[src/rtl/outdiv_pkg.sv]
// Shared types and helpers for the output clock divider.
// Assumes a seven-bit divide code whose all-ones value is reserved.
package outdiv_pkg;
    localparam int CODE_W = 7;
    localparam int HALF_W = CODE_W + 1;

    typedef struct packed {
        logic              mode;
        logic [CODE_W-1:0] code;
    } div_cfg_t;

    typedef enum logic [1:0] {
        DIV_FIXED2 = 2'd0,
        DIV_PROG   = 2'd1,
        DIV_OFF    = 2'd2,
        DIV_BYPASS = 2'd3
    } div_kind_t;

    // Decode a set into its kind of operation.
    function automatic div_kind_t classify(input div_cfg_t c);
        if (&c.code) return c.mode ? DIV_BYPASS : DIV_OFF;
        return c.mode ? DIV_PROG : DIV_FIXED2;
    endfunction

    // Source cycles per half output period for the dividing kinds.
    function automatic logic [HALF_W-1:0] half_of(input div_cfg_t c);
        if (c.mode) return HALF_W'(c.code) + HALF_W'(2);
        return HALF_W'(1);
    endfunction
endpackage

[src/rtl/outdiv_cfg_mux.sv]
// Picks one of NUM_SETS stored configuration sets.
// Assumes set i sits at bit i of the mode vector and slice i of the codes.
// An out-of-range select falls back to set 0.
module outdiv_cfg_mux
    import outdiv_pkg::*;
#(
    parameter int NUM_SETS = 6,
    parameter int SEL_W    = 3
) (
    input  logic [SEL_W-1:0]           sel,
    input  logic [NUM_SETS-1:0]        mode_bits,
    input  logic [NUM_SETS*CODE_W-1:0] codes,
    output div_cfg_t                   cfg
);
    div_cfg_t sets [NUM_SETS];

    for (genvar gi = 0; gi < NUM_SETS; gi++) begin : g_unpack
        assign sets[gi] = '{mode: mode_bits[gi], code: codes[gi*CODE_W +: CODE_W]};
    end

    // Select the addressed set, defaulting to set 0.
    always_comb begin
        cfg = sets[0];
        for (int i = 1; i < NUM_SETS; i++) begin
            if (sel == SEL_W'(i)) cfg = sets[i];
        end
    end
endmodule

[src/rtl/outdiv_core.sv]
// Half-period counter and toggle register. Holds the active settings and
// reloads them only at a rising edge of the divided clock, or on every
// edge while the divider is stopped or bypassed.
// Assumes next_cfg is settled one source cycle before it is used.
module outdiv_core
    import outdiv_pkg::*;
(
    input  logic     clk,
    input  logic     rst_n,
    input  div_cfg_t next_cfg,
    output logic     div_q,
    output logic     bypass
);
    div_cfg_t          act;
    logic [HALF_W-1:0] cnt;
    div_kind_t         kind;
    logic [HALF_W-1:0] half;
    logic              dividing;
    logic              wrap;
    logic              load;

    // Decode the active settings.
    always_comb begin
        kind     = classify(act);
        half     = half_of(act);
        dividing = (kind == DIV_FIXED2) || (kind == DIV_PROG);
        wrap     = (cnt == half - HALF_W'(1));
        load     = !dividing || (wrap && !div_q);
    end

    // Count half periods, toggle the output and reload the settings.
    always_ff @(posedge clk) begin
        if (!rst_n) begin
            act   <= next_cfg;
            cnt   <= '0;
            div_q <= 1'b0;
        end else begin
            if (load) act <= next_cfg;
            if (dividing) begin
                if (wrap) begin
                    cnt   <= '0;
                    div_q <= ~div_q;
                end else begin
                    cnt <= cnt + HALF_W'(1);
                end
            end else begin
                cnt   <= '0;
                div_q <= 1'b0;
            end
        end
    end

    assign bypass = (kind == DIV_BYPASS);

    // Marks the cycles after the first edge out of reset.
    logic run_q;
    always_ff @(posedge clk) begin
        if (!rst_n) run_q <= 1'b0;
        else        run_q <= 1'b1;
    end


    cnt_range_chk: assert property (@(posedge clk) disable iff (!rst_n)
        dividing |-> (cnt < half));


    off_quiet_chk: assert property (@(posedge clk) disable iff (!rst_n)
        (kind == DIV_OFF) |=> !div_q);


    bypass_quiet_chk: assert property (@(posedge clk) disable iff (!rst_n)
        (kind == DIV_BYPASS) |=> (!div_q && cnt == '0));


    settle_chk: assert property (@(posedge clk) disable iff (!rst_n)
        (run_q && !$stable(act) && $past(dividing)) |-> $rose(div_q));
endmodule

[src/rtl/outdiv_pad.sv]
// Output stage: selects the divided or source clock, applies inversion,
// then the park level or high-impedance flag while disabled.
// Assumes park mode 00/10 = high-impedance, 01 = low, 11 = high.
module outdiv_pad (
    input  logic       clk,
    input  logic       rst_n,
    input  logic       div_q,
    input  logic       bypass,
    input  logic       invert_en,
    input  logic       oe_pin,
    input  logic [1:0] oe_mode,
    output logic       clk_out,
    output logic       out_hiz
);
    logic run_clk;

    // Form the running clock and apply the enable and park rules.
    always_comb begin
        run_clk = (bypass ? clk : div_q) ^ invert_en;
        if (oe_pin) begin
            clk_out = run_clk;
            out_hiz = 1'b0;
        end else if (!oe_mode[0]) begin
            clk_out = 1'b0;
            out_hiz = 1'b1;
        end else begin
            clk_out = oe_mode[1];
            out_hiz = 1'b0;
        end
    end


    park_level_chk: assert property (@(posedge clk) disable iff (!rst_n)
        (!oe_pin && oe_mode[0]) |-> (!out_hiz && clk_out == oe_mode[1]));


    hiz_only_off_chk: assert property (@(posedge clk) disable iff (!rst_n)
        out_hiz |-> (!oe_pin && !oe_mode[0] && !clk_out));
endmodule

[src/rtl/outclk_divider.sv]
// Programmable output clock divider with six selectable configuration sets.
// Assumes all inputs are synchronous to clk.
module outclk_divider
    import outdiv_pkg::*;
#(
    parameter int NUM_SETS = 6,
    localparam int SEL_W   = $clog2(NUM_SETS)
) (
    input  logic                       clk,
    input  logic                       rst_n,
    input  logic [SEL_W-1:0]           cfg_sel,
    input  logic [NUM_SETS-1:0]        cfg_mode_bits,
    input  logic [NUM_SETS*CODE_W-1:0] cfg_codes,
    input  logic [1:0]                 oe_mode,
    input  logic                       invert_en,
    input  logic                       oe_pin,
    output logic                       clk_out,
    output logic                       out_hiz
);
    div_cfg_t next_cfg;
    logic     div_q;
    logic     bypass;

    outdiv_cfg_mux #(.NUM_SETS(NUM_SETS), .SEL_W(SEL_W)) u_mux (
        .sel       (cfg_sel),
        .mode_bits (cfg_mode_bits),
        .codes     (cfg_codes),
        .cfg       (next_cfg)
    );

    outdiv_core u_core (
        .clk      (clk),
        .rst_n    (rst_n),
        .next_cfg (next_cfg),
        .div_q    (div_q),
        .bypass   (bypass)
    );

    outdiv_pad u_pad (
        .clk       (clk),
        .rst_n     (rst_n),
        .div_q     (div_q),
        .bypass    (bypass),
        .invert_en (invert_en),
        .oe_pin    (oe_pin),
        .oe_mode   (oe_mode),
        .clk_out   (clk_out),
        .out_hiz   (out_hiz)
    );
endmodule

[config.mk]
export PLATFORM = sky130hd
export DESIGN_NAME = outclk_divider
export DESIGN_NICKNAME = d
export VERILOG_FILES = /design/src/rtl/outdiv_pkg.sv /design/src/rtl/outdiv_cfg_mux.sv /design/src/rtl/outdiv_core.sv /design/src/rtl/outdiv_pad.sv /design/src/rtl/outclk_divider.sv
export SDC_FILE = /design/constraint.sdc
export NUM_CORES = 1
export LEC_CHECK = 0
export BUFFER_PORTS_ARGS = -buffer_cell sky130_fd_sc_hd__buf_2
export CORE_MARGIN = 3
export CORE_UTILIZATION = 45
export CTS_BUF_LIST = sky130_fd_sc_hd__clkbuf_8
export DETAILED_ROUTE_END_ITERATION = 10
export MAX_ROUTING_LAYER = met4
export PLACE_DENSITY_LB_ADDON = 0.1
export SETUP_SLACK_MARGIN = 0.3
export SLEW_MARGIN = 20
export SYNTH_ARGS = -nofsm -noshare
export SYNTH_HDL_FRONTEND = slang
export SYNTH_HIERARCHICAL = 1
export SYNTH_SLANG_ARGS = --single-unit
[constraint.sdc]
create_clock -name clk -period 4 [get_ports clk]
set_input_delay 0.6 -clock clk [delete_from_list [all_inputs] [get_ports clk]]
set_output_delay 0.6 -clock clk [all_outputs]
set_load 0.01 [all_outputs]
==> results of run 1 <==
## critical path, delay by kind of cell, from the launching register on
kind	cells	cell delay (ns)
adders and majority gates	1	0.35
DFF	1	0.32
and+or+nand+nor	4	1.36
muxes	1	0.36
AOI/OAI and AO/OA	2	0.48
buffers and inverters	3	0.32
## path summary, 6_finish.rpt
| path | depth (start not counted) | slack, ns | from | endpoint |
|---|---|---|---|---|
| min reg2reg | 1 | 0.47 | u_core/cnt[0]$_SDFF_PP0_ | u_core/cnt[0]$_SDFF_PP0_ |
| min | 1 | 0.47 | u_core/cnt[0]$_SDFF_PP0_ | u_core/cnt[0]$_SDFF_PP0_ |
| max reg2reg | 11 | 0.48 | u_core/act[7]$_DFFE_PP_ | u_core/act[5]$_DFFE_PP_ |
| max | 11 | 0.48 | u_core/act[7]$_DFFE_PP_ | u_core/act[5]$_DFFE_PP_ |
## power by group through the flow
stage	clock (mW)	sequential (mW)	combinational, mW
after floorplan	0.00621	0.237	0.215
after global placement	0.00776	0.244	0.274
after detailed placement	0.00776	0.244	0.274
after CTS	0.213	0.240	0.277
after global routing	0.225	0.245	0.308
final	0.206	0.241	0.279
## cells by family after synthesis
family | count (synthesis) | share of synthesized area (%)
muxes | 13 | 8.06
adders and majority gates | 3 | 2.09
and+or+nand+nor | 66 | 19.6
AOI/OAI and AO/OA | 72 | 30.7
DFF | 17 | 23.3
buffers and inverters | 23 | 7.51
xor gates and xnor gates | 17 | 8.69
## stage by stage
step,utilization (%),power (mW),instance area (um2)
2_1_floorplan,-,0.459,1800
3_3_place_gp,54.6,0.526,2060
3_5_place_dp,54.6,0.526,2060
4_1_cts,56.9,0.730,2150
5_1_grt,56.9,0.778,2150
6_report,56.9,0.726,2150
## per-layer routing
layer	global-route usage [%]	vias up
li1	-	913
met1	25.7	825
met2	28.8	62
met3	5.36	2
met4	5.64	0
met5	-	-
## flip-flops by register name, indices dropped and copies added (netlist names)
| name | cells |
|---|---|
| u_core/div_q | 1 |
| u_core/cnt | 8 |
| u_core/act | 8 |
## placed cells by master (no fill, tap or decap), types with 2 or more instances in the layout
master      n
mux2_2      7
nor2_1     15
nor4_1      2
o221ai_1    7
inv_2       2
nand2b_1   12
ha_1        3
xor2_1      7
nand4_1     2
a31o_2      2
mux2i_1     4
a32oi_1     8
o21ai_0     7
nand3_1     6
edfxtp_1    8
nor3_1      4
dfxtp_1     9
o21bai_1    9
xnor2_1     9
o311ai_1    2
buf_4       2
a22oi_1     8
clkbuf_8    6
a21oi_1    12
buf_2      58
o2111ai_1   3
nor2b_1     2
nand2_1    13
inv_1       7
## final cells by class
class | count | area share [%]
timing repair buffer | 59 | 14.0
sequential | 17 | 19.6
clock buffer | 7 | 4.08
inverter | 8 | 1.40
multi-input combinational | 171 | 58.0
clock inverter | 1 | 0.175
tap | 48 | 2.80
==> metrics.md, run 1 <==
| Metric | Value |
|---|---|
| Inst Count DP | 304 |
| Int Power | 0.476 mW |
| Post-route minimum period | 3.52 ns |
| DP HPWL | 3.51 mm |
| Max incr delay on CP | 0.47 ns |
| # DRC | 0 |
| Vias in the first global route | 1670 |
| Final setup viols | 0 |
| Maximum vdd drop | 0.249 mV |
| RSZ-0062 raised after global routing | no |
| CTS tree | yes |
| Sequential fraction of design power | 33.2% |
| Antenna violations before repair | 0 |
| Fmax | 284 MHz |
| Pin count of the biggest net entering global routing | 21 |
| Post-CTS Setup Inserts | 0 |
| Final instance count without filler cells | 311 |
| CP max-delay cell | or4_1 |
| Gpl congestion | 0.847 |
| DR vias/cell | 5.79 |
| Mean area per synthesized cell | 8.53 um2 |
| Slew Limit Headroom | 56.3% |
| Status | finished, final reports clean |
| Crit share post-route | 88.1% |
| First-pass GRT wire length | 7.36 mm |
| Clk_lat worst skew | 0.35 ns |
| Met1 wire length | 2.12 mm |
| Setup ws final | 0.476 ns |
| Hold Slack | 0.475 ns |
| Crit path DAT | 3.55 ns |
| Post-synth top area share | 13.3% |
| #FFs+latches synth | 17 |
| Switching pwr | 0.250 mW |
| Fillers | 366 |
| Nets | 324 |
| Placement Setup Slack | 0.500 ns |
| Die height | 69.3 um |
| Least-Margin Pin Slew | 0.654 ns |
| Yosys top cell by area | edfxtp_1 |
| Met3 WL | 281 um |
| Final Skew | 0.000658 ns |
| PostCTS Resize Cnt | 0 |
| Core Area | 0.00377 mm2 |
| Routed wire length | 4.51 mm |
| Yosys cell types | 61 |
| Pwr per Cell Area | 338 mW/mm2 |
| Initial Utilization | 47.7% |
| Critical Path End Type | flop |
| CP Cell Sequence | buf_4, inv_1, nor2_1, ha_1, inv_2, or4_1, o311ai_1, mux2_1, a221o_1, or4_4, nand2_1 |
| Via count | 1802 |
| Io pins | 59 |
| Routed Antenna Nets | 0 |
| Setup TNS | 0 ns |
| DIE AREA | 0.00480 mm2 |
| Number of flops mapped to enable cells by yosys | 8 |
| Synth warn | 6 |
| Logic pwr share | 38.4% |
| Max-slew violations | 0 |
| Req. time, crit path | 4.02 ns |
| Total gr overflow | 0 |
| Clock slew at reported path FFs | 0.06 ns |
| Ys flop type | dfxtp_1 |
| GRT Total Usage | 19.4% |
| Num rows | 22 |
| Switch share | 34.4% |
| Post-Syn Instances | 211 |
| Pre-antenna DRT Iters | 4 |
| Port Buffers | 58 |
| Synth top cells by count | 15 x nor2_1, 13 x nand2_1, 12 x a21oi_1, 12 x nand2b_1 |
| Die W | 69.3 um |
| Async SR Flop Fraction | 0% |
| WL per Instance | 14.5 um |
| Synth top area cells | edfxtp_1 13%, dfxtp_1 10%, mux2_2 4.4% |
| Worst hold path class | flop to flop |
| Share of cells above drive strength 1 | 33.1% |
| Critical path startpoint category | flop |
| Lkg Pwr | 0.885 nW |
| Max cap viols | 0 |
| Top Metal Used | met4 |
| Sequential-to-total area share from yosys stat | 23.3% |
| Final Hold Viols | 0 |
| Crit Path Class | flop to flop |
| Diode count | 0 |
| Clock power frac | 28.4% |
| Met2 wirelength from detailed routing | 2.09 mm |
| Register area | 420 um2 |
| CTS Hold Buffers Added | 0 |
| Area delta synth->final | 19.2% |
| DR iter-0 viols | 159 |
| Area of the multi-input gates | 0.00124 mm2 |
| Synthesized net count | 271 |
| Top-count cell post-synth | nor2_1 |
| Worst-path maximum fanout | 14 |
| Cell Area, Synth | 0.00180 mm2 |
Note: power is estimated with default switching activity, not from simulation.
==> run 2, diff against run 1 <==
--- a/config.mk
+++ b/config.mk
@@ -10,6 +10,7 @@
 export CORE_UTILIZATION = 45
 export CTS_BUF_LIST = sky130_fd_sc_hd__clkbuf_8
 export DETAILED_ROUTE_END_ITERATION = 10
+export GPL_ROUTABILITY_DRIVEN = 0
 export MAX_ROUTING_LAYER = met4
 export PLACE_DENSITY_LB_ADDON = 0.1
 export SETUP_SLACK_MARGIN = 0.3
==> constraint.sdc (replaced) <==
create_clock -name clk -period 3.8 [get_ports clk]
set_input_delay 0.57 -clock clk [delete_from_list [all_inputs] [get_ports clk]]
set_output_delay 0.57 -clock clk [all_outputs]
set_load 0.01 [all_outputs]
==> run 2 against run 1 <==
Final area up 0.23%. Clock skew grew 0.00063 ns. First-iteration DRC count is 5.7% higher. Largest cell class unchanged. Utilization is 0.13 points higher. Global-route usage increased by 0.13 points. Flip-flop and latch count stayed put. Power grew 5.9%.
==> metrics.md, run 2 (synthesized netlist as in run 1, its figures left out) <==
| Metric | Value |
|---|---|
| Status | finished, final reports clean |
| Worst hold path class | flop to flop |
| Maximum vdd drop | 0.282 mV |
| Fillers | 360 |
| Slew Limit Headroom | 55.7% |
| Nets | 324 |
| Pre-antenna DRT Iters | 4 |
| Crit share post-route | 86.1% |
| Met3 Usage GRT | 5.51% |
| Share of cells above drive strength 1 | 33.8% |
| Final setup viols | 0 |
| CTS Hold Buffers Added | 0 |
| Critical path startpoint category | clock port |
| Worst-path maximum fanout | 2 |
| CP bufs+invs | 3 |
| GRT Total Usage | 19.5% |
| Die height | 69.3 um |
| DR iter-0 viols | 168 |
| Vias in the first global route | 1644 |
| Largest regs | u_core/act x8, u_core/cnt x8, u_core/div_q x1 |
| Req. time, crit path | 3.23 ns |
| Via count | 1814 |
| Pwr per Cell Area | 357 mW/mm2 |
| Fmax | 306 MHz |
| Routed wire length | 4.47 mm |
| Met2 global-route usage | 29.1% |
| Most frequent cells in the layout | 58 x buf_2, 15 x nor2_1, 12 x nand2b_1, 12 x a21oi_1, 12 x nand2_1 |
| Io pins | 59 |
| First-pass GRT wire length | 7.45 mm |
| Max cap viols | 0 |
| Initial Utilization | 47.7% |
| Pin count of the biggest net entering global routing | 21 |
| # DRC | 0 |
| Final Skew | 0.00129 ns |
| Diode count | 0 |
| WL per Instance | 14.4 um |
| CTS tree | yes |
| Met1 Use GR | 25.2% |
| Port Buffers | 58 |
| RSZ-0062 raised after global routing | no |
| Lkg Pwr | 0.884 nW |
| Critical Path End Type | output pin |
| Antenna violations before repair | 0 |
| Crit Path Class | clock port to output pin |
| Clk_lat worst skew | 0.36 ns |
| Num rows | 22 |
| Setup TNS | 0 ns |
| Total gr overflow | 0 |
| Area of the multi-input gates | 0.00125 mm2 |
| Leading cell type in the layout, fill and taps excluded | buf_2 |
| Overall Power | 0.768 mW |
| Crit path DAT | 2.70 ns |
| Post-route minimum period | 3.27 ns |
| Die W | 69.3 um |
| Gr busiest metal | met2 |
| DIE AREA | 0.00480 mm2 |
| Register area | 420 um2 |
| Final Hold Viols | 0 |
| Routed Antenna Nets | 0 |
| CP max-delay cell | mux2i_1 |
| DP HPWL | 3.50 mm |
| Clock slew at reported path FFs | 0.06 ns |
| Least-Margin Pin Slew | 0.663 ns |
| CP Cell Sequence | clkbuf_8, clkbuf_8, mux2i_1, xor2_1, mux2i_1, buf_2 |
| Max incr delay on CP | 0.20 ns |
| Area delta synth->final | 19.5% |
| CP top delay family | buffers and inverters |
| Core Area | 0.00377 mm2 |
| DR vias/cell | 5.83 |
| Max-slew violations | 0 |
[run 2: cell count changes in the layout (fill, tap and decap cells not counted)]
cell / before / now
nand2_2: 0 / 1
ha_2: 0 / 1
nand2_1: 13 / 12
ha_1: 3 / 2
[run 2: power breakdown]
part           switching (mW)  internal (mW)  total (mW)
clock network          0.0766          0.143       0.220
registers              0.0313          0.223       0.254
logic                   0.158          0.136       0.294
[run 2: path summary, 6_finish.rpt]
| check | from | endpoint | slack (ns) | depth (start not counted) |
|---|---|---|---|---|
| worst min-delay path | u_core/cnt[0]$_SDFF_PP0_ | u_core/cnt[0]$_SDFF_PP0_ | 0.48 | 1 |
| worst min register to register | u_core/cnt[0]$_SDFF_PP0_ | u_core/cnt[0]$_SDFF_PP0_ | 0.48 | 1 |
| worst max register to register | u_core/act[1]$_DFFE_PP_ | u_core/act[2]$_DFFE_PP_ | 0.53 | 7 |
| worst max-delay path | clk | clk_out | 0.53 | 6 |
[run 2: layout make-up]
type | count | share of cell area (%)
multi-input cells | 171 | 58.1
flip-flops and latches | 17 | 19.5
repair buffers | 59 | 14.0
clock buffers | 7 | 4.07
well taps | 48 | 2.79
inverters | 8 | 1.40
clock inverters | 1 | 0.174
[run 2: repair_timing]
item	CTS	global route
setup endpoints to repair	0	8
gates resized for setup	0	2
buffers inserted	0	0
[run 2: per-stage QoR]
step	utilization, %	cell area [um2]	hold WS (ns)	cells	worst slack, ns
detailed placement	54.6	2060	0.471	304	0.392
global placement	54.6	2060	0.465	304	0.450
finish	57.1	2150	0.480	311	0.528
floorplan	-	1800	0.440	211	0.487
global route	57.1	2150	0.503	311	0.361
CTS	56.9	2150	0.486	311	0.366
[run 2: metal layers]
layer / routed length, um / share of wire, % / vias to the layer above
met5: 0 / 0 / -
met4: 34 / 0.76 / 0
met3: 396 / 8.9 / 5
met2: 2050 / 46 / 79
met1: 1990 / 44 / 818
li1: - / - / 912
